## src/rtl/wdt_pkg.sv

```systemverilog
package wdt_pkg;
  localparam int REG_W = 16;
  localparam logic [3:0] OFF_CTL = 4'h0;
  localparam logic [3:0] OFF_SVC = 4'h2;
  localparam logic [3:0] OFF_STA = 4'h4;
  localparam logic [3:0] OFF_ICR = 4'h6;
  localparam logic [REG_W-1:0] KEY_ARM  = 16'h5555;
  localparam logic [REG_W-1:0] KEY_FIRE = 16'hAAAA;
  localparam int B_ZST = 0;
  localparam int B_EN  = 2;
  localparam int B_ACT = 3;
  localparam int B_SRS = 4;
  localparam int B_EXT = 5;
  localparam int B_WDW = 7;
  localparam int B_IE  = 15;
  localparam int B_IST = 14;
endpackage

```

## src/rtl/wdt_prescaler.sv

```systemverilog
module wdt_prescaler #(
  parameter int DIV = 16384
) (
  input  logic clk,
  input  logic rst,
  input  logic run,
  input  logic clear,
  output logic tick
);
  localparam int CW = (DIV > 2) ? $clog2(DIV) : 1;
  localparam logic [CW-1:0] LAST = CW'(DIV - 1);

  logic [CW-1:0] pcnt;

  assign tick = run && (pcnt == LAST);

  always_ff @(posedge clk) begin
    if (rst || clear)  pcnt <= '0;
    else if (tick)     pcnt <= '0;
    else if (run)      pcnt <= pcnt + 1'b1;
  end
endmodule

```

## src/rtl/wdt_keyseq.sv

```systemverilog
module wdt_keyseq
  import wdt_pkg::*;
(
  input  logic             clk,
  input  logic             rst,
  input  logic             svc_wr,
  input  logic [REG_W-1:0] wdata,
  output logic             reload
);
  logic armed;

  assign reload = svc_wr && armed && (wdata == KEY_FIRE);

  always_ff @(posedge clk) begin
    if (rst)         armed <= 1'b0;
    else if (svc_wr) armed <= (wdata == KEY_ARM);
  end
endmodule

```

## src/rtl/wdt_downcount.sv

```systemverilog
module wdt_downcount #(
  parameter int W = 8
) (
  input  logic         clk,
  input  logic         rst,
  input  logic         load,
  input  logic [W-1:0] load_val,
  input  logic         tick,
  input  logic [W-1:0] pre_val,
  output logic         expire,
  output logic         pre_hit,
  output logic [W-1:0] cnt
);
  logic [W-1:0] dec;

  assign dec     = cnt - 1'b1;
  assign expire  = tick && !load && (cnt == '0);
  assign pre_hit = tick && !load && (cnt != '0) && (dec == pre_val);

  always_ff @(posedge clk) begin
    if (rst)         cnt <= '0;
    else if (load)   cnt <= load_val;
    else if (expire) cnt <= load_val;
    else if (tick)   cnt <= dec;
  end
endmodule

```

## src/rtl/svc_watchdog.sv

```systemverilog
module svc_watchdog
  import wdt_pkg::*;
#(
  parameter int REF_HZ = 32768,
  parameter int ADDR_W = 4,
  parameter int CNT_W  = 8
) (
  input  logic              clk,
  input  logic              rst,
  input  logic              cold_rst,
  input  logic              bus_wr,
  input  logic              bus_rd,
  input  logic [ADDR_W-1:0] bus_addr,
  input  logic [REG_W-1:0]  bus_wdata,
  output logic [REG_W-1:0]  bus_rdata,
  input  logic              lp_mode,
  input  logic              wait_mode,
  output logic              irq,
  output logic              int_rst_req,
  output logic              ext_rst_n
);
  localparam int HALF_DIV = REF_HZ / 2;

  logic [CNT_W-1:0] fld, pre, cnt;
  logic en, zst, wdw, wda, act, lock, ie, ist, cause, ext_hold;
  logic ctl_wr, svc_wr, icr_wr, srs_wr;
  logic run, tick, load, reload, expire, pre_hit;
  logic wda_nx, hold_nx;

  assign ctl_wr = bus_wr && (bus_addr == ADDR_W'(OFF_CTL));
  assign svc_wr = bus_wr && (bus_addr == ADDR_W'(OFF_SVC));
  assign icr_wr = bus_wr && (bus_addr == ADDR_W'(OFF_ICR));
  assign srs_wr = ctl_wr && !bus_wdata[B_SRS];

  assign run  = en && !(lp_mode && zst) && !(wait_mode && wdw);
  assign load = reload || !en;

  wdt_keyseq u_key (
    .clk(clk), .rst(rst), .svc_wr(svc_wr), .wdata(bus_wdata), .reload(reload)
  );

  wdt_prescaler #(.DIV(HALF_DIV)) u_pre (
    .clk(clk), .rst(rst), .run(run), .clear(load), .tick(tick)
  );

  wdt_downcount #(.W(CNT_W)) u_cnt (
    .clk(clk), .rst(rst), .load(load), .load_val(fld), .tick(tick),
    .pre_val(pre), .expire(expire), .pre_hit(pre_hit), .cnt(cnt)
  );

  // control register
  always_ff @(posedge clk) begin
    if (rst) begin
      fld <= '0; en <= 1'b0; zst <= 1'b0; wdw <= 1'b0;
      wda <= 1'b1; act <= 1'b0; lock <= 1'b0;
    end else if (ctl_wr) begin
      fld <= bus_wdata[15:8];
      wda <= bus_wdata[B_EXT];
      act <= bus_wdata[B_ACT];
      en  <= en | bus_wdata[B_EN];
      if (!lock) begin
        zst  <= bus_wdata[B_ZST];
        wdw  <= bus_wdata[B_WDW];
        lock <= 1'b1;
      end
    end
  end

  // interrupt control
  always_ff @(posedge clk) begin
    if (rst) begin
      ie <= 1'b0; ist <= 1'b0; pre <= '0; irq <= 1'b0;
    end else begin
      if (icr_wr) begin
        ie  <= bus_wdata[B_IE];
        pre <= bus_wdata[7:0];
      end
      if (pre_hit && ie)                     ist <= 1'b1;
      else if (icr_wr && bus_wdata[B_IST])   ist <= 1'b0;
      irq <= ie && ist;
    end
  end

  // reset outputs
  assign wda_nx  = ctl_wr ? bus_wdata[B_EXT] : wda;
  assign hold_nx = ext_hold || (expire && act);

  always_ff @(posedge clk) begin
    if (rst) begin
      ext_hold    <= 1'b0;
      ext_rst_n   <= 1'b1;
      int_rst_req <= 1'b0;
    end else begin
      ext_hold    <= hold_nx;
      ext_rst_n   <= wda_nx && !hold_nx;
      int_rst_req <= srs_wr || (expire && !act);
    end
  end

  // cause flag survives the ordinary reset
  always_ff @(posedge clk) begin
    if (cold_rst)    cause <= 1'b0;
    else if (expire) cause <= 1'b1;
    else if (srs_wr) cause <= 1'b0;
  end

  // registered read port
  always_ff @(posedge clk) begin
    if (rst) bus_rdata <= '0;
    else if (bus_rd) begin
      case (bus_addr)
        ADDR_W'(OFF_CTL): bus_rdata <= {fld, wdw, 1'b0, wda, 1'b1, act, en, 1'b0, zst};
        ADDR_W'(OFF_STA): bus_rdata <= {14'b0, cause, 1'b0};
        ADDR_W'(OFF_ICR): bus_rdata <= {ie, ist, 6'b0, pre};
        default:          bus_rdata <= '0;
      endcase
    end
  end
endmodule

```

## config.mk

```make
export PLATFORM = sky130hd
export DESIGN_NAME = svc_watchdog
export DESIGN_NICKNAME = d
export VERILOG_FILES = /design/src/rtl/wdt_pkg.sv /design/src/rtl/wdt_prescaler.sv /design/src/rtl/wdt_keyseq.sv /design/src/rtl/wdt_downcount.sv /design/src/rtl/svc_watchdog.sv
export SDC_FILE = /design/constraint.sdc
export NUM_CORES = 1
export LEC_CHECK = 0
export ABC_AREA = 1
export CORE_MARGIN = 5
export CORE_UTILIZATION = 30
export CTS_CLUSTER_DIAMETER = 120
export DETAILED_ROUTE_END_ITERATION = 8
export DONT_BUFFER_PORTS = 1
export PLACE_DENSITY_LB_ADDON = 0.2
export SLEW_MARGIN = 5
export SYNTH_ARGS = -nofsm -noshare
export SYNTH_HDL_FRONTEND = slang
export SYNTH_SLANG_ARGS = --single-unit
export TNS_END_PERCENT = 1
```

## constraint.sdc

```tcl
create_clock -name clk -period 2 [get_ports clk]
set_input_delay 0.2 -clock clk [delete_from_list [all_inputs] [get_ports clk]]
set_output_delay 0.2 -clock clk [all_outputs]
set_load 0.1 [all_outputs]
```

==> flow_metrics.tcl <==
set metrics [dict create \
    yosysTopAreaCell "dfxtp_1" \
    status "completed" \
    synth_flop_cell "dfxtp_1" \
    cts_made_buffers 9 \
    drt_iter0_drc 231 \
    synth_area_leaders "dfxtp_1, nand2_1, a21oi_1" \
    avgViaCountPerCell 4.804 \
    yosysTopAreaCellShare 0.4159 \
    synth-async-reset-ratio 0 \
    timing.slew.headroom 0.6403 \
    drcViolationCount 0 \
    core_um2 10750 \
    grtUsageTotal 0.1483 \
    fp.dieH_um 114.5 \
    ctsLongestPathBuffers 2 \
    synthesis.nets 488 \
    drive_gt1_frac 0.1325 \
    path_class "flop to flop" \
    synth_fa_ha_area_frac 0.007645 \
    ios 46 \
    gp_congestion 0.8040 \
    row_count 38 \
    hold_class "input port to flop" \
    cts_tree "done" \
    ys_warn_count 0 \
    area_delta_synth_final_pct 18.08 \
    slew_violations 0 \
    worstMarginPinSlew_ns 0.5378 \
    required_ns 2.29 \
    synth-seq-area-share 0.4159 \
    synth_top_family_by_area "simple AND/OR/NAND/NOR gates" \
    antenna_left 0 \
    synth_xor_area_frac 0.02408 \
    crit_path_end_kind "flop" \
    vias 3065 \
    netlist_top_cells_count "nand2_1, dfxtp_1, inv_1, nor2_1, a21oi_1" \
    max_freq_mhz 574.2 \
    seqCellArea_um2 1361 \
    drt-pass1-iter-count 4 \
    dp_hpwl_um 6940 \
    cp_num_buf_inv 3 \
    fin_nets 522 \
    arrival_ns 2.03 \
    n_antenna_cell 0 \
    worstPathMaxFanout 6 \
    multiInputGateArea_um2 1654 \
    setup_tns_ns 0 \
    syn_area_per_cell_um2 7.131 \
    avgRoutedWirePerCell_um 14.54 \
    period_share 0.8708 \
    antenna_found_initial 0 \
    cpPeakStageDelay_ns 0.35 \
    grt_pass1_vias 3010 \
    startpoint_type "flop" \
    netlist_instances 459 \
    start_util 0.3046 \
    grt_max_degree 34 \
    fin_cells 638 \
    fin_skew_ns 0.01024 \
    clockRootBuffer "clkbuf_8" \
    port_buffers 0 \
    overflow 0 \
    synthDistinctLibCells 39 \
    synth.most_common_cell "nand2_1" \
    n_fill_cell 1204 \
    crit_chain "clkinv_1 > ha_1 > inv_1 > nor2_1 > nand3_2 > buf_4 > o211ai_1 > nand3_1 > nand2_1" \
    synth.area.mux_share 0 \
    synth_compound_gate_area_share 0.1739 \
    synth-edff-count 0 \
    power_density_nw_per_um2 724.3 \
    rsz0062_at_grt "no" \
    cap_violations 0 \
    h-tree-depth 3 \
    cp_top_family "simple AND/OR/NAND/NOR gates" \
    clk_pin_slew_ns 0.07 \
    die_w_um 114.5 \
    hold_viol 0 \
    wl_um 9276 \
    synth_area_um2 3273 \
    post-route-min-period_ns 1.742 \
    vdd_drop_max_v 0.0002503 \
    die_area_um2 13100 \
    grt_pass1_wl_um 15500 \
    setup_viol 0 \
    yosys.area_share.simple 0.2982 \
    ys_ff_latch 68 \
    p_leak_nw 1.614 \
    place_inst 617 \
    cts_sinks 68 \
    clock_latency_ns 0.35 \
    crit_slowest_cell "dfxtp_1" \
]
-- logic make-up (layout without fill, tap and decap cells) --
group	count (synthesis)	count (layout)
AND/OR/NAND/NOR	215	215
flip-flops	68	68
AO/OA/AOI/OAI	99	99
adder cells (fa/ha/maj)	2	2
XOR/XNOR	9	9
buffers and inverters	66	105
-- flip-flops by register name, summed over array words and instances, names as in the netlist, 8 cells and up --
| register | flops |
|---|---|
| bus_rdata | 16 |
| u_cnt.cnt | 8 |
| u_pre.pcnt | 14 |
| pre | 8 |
| fld | 8 |
-- power by group --
part	switching, mW	internal [mW]	leakage [nW]
clock network	0.551	0.607	0.0983
registers	0.0137	1.37	0.550
logic	0.184	0.0691	0.966
total	0.749	2.05	1.61
-- what timing repair did --
action	CTS	global route
hold buffers	5	0
endpoints found under the setup margin	0	1
setup buffers	0	0
resized for setup	0	1
hold endpoints to repair	21	0
-- path summary, 6_finish.rpt --
kind / to / cells past startpoint / slack, ns / startpoint
setup reg to reg: u_cnt.cnt[2]$_SDFFE_PP0P_ / 9 / 0.26 / u_cnt.cnt[0]$_SDFFE_PP0P_
hold / removal: bus_rdata[1]$_SDFFE_PP0P_ / 2 / 0.01 / bus_rd
setup / recovery: u_cnt.cnt[2]$_SDFFE_PP0P_ / 9 / 0.26 / u_cnt.cnt[0]$_SDFFE_PP0P_
hold reg to reg: ext_hold$_SDFF_PP0_ / 2 / 0.46 / ext_hold$_SDFF_PP0_
-- metrics by stage --
step	cell area [µm²]	power (mW)	worst slack, ns	utilization	hold slack, ns
final	3865	2.800	0.2584	0.3597	0.01102
after CTS	3860	2.828	0.1791	0.3592	0.001116
after floorplan	3273	1.602	0.3691	-	0.2691
after global routing	3865	2.927	0.08445	0.3597	0.003890
after detailed placement	3608	1.654	0.2076	0.3358	0.2737
after global placement	3608	1.652	0.2624	0.3358	0.2743
-- per-layer routing --
| metal | track usage | up-vias | wire, µm |
|---|---|---|---|
| met5 | 0 | - | 0 |
| li1 | - | 1583 | - |
| met1 | 0.2071 | 1405 | 4564 |
| met3 | 0.04228 | 7 | 497 |
| met2 | 0.2251 | 70 | 4142 |
| met4 | 0.03721 | 0 | 71 |
-- cell type report --
type | instances | share of cell area
multi-input cells | 325 | 0.4280
clock inverters | 6 | 0.01651
repair buffers | 33 | 0.06734
inverters | 56 | 0.05503
clock buffers | 10 | 0.03561
well taps | 140 | 0.04532
flip-flops and latches | 68 | 0.3522
-- cell usage in the layout (no fill, tap or decap), drive strengths merged --
cell type / n
nor4: 2
or2: 3
nand3b: 4
clkbuf: 10
dfxtp: 68
a211oi: 5
ha: 2
nand2: 112
clkinv: 5
o21a: 1
xnor2: 4
xor2: 5
a32o: 2
o22ai: 3
buf: 28
nand4: 4
nor3: 4
a21oi: 42
nand3: 37
nor2: 49
a21boi: 1
inv: 54
o211ai: 8
o21ai: 37
dlygate4sd3: 5
bufinv: 1
clkinvlp: 2
Note: power is estimated with default switching activity, not from simulation.
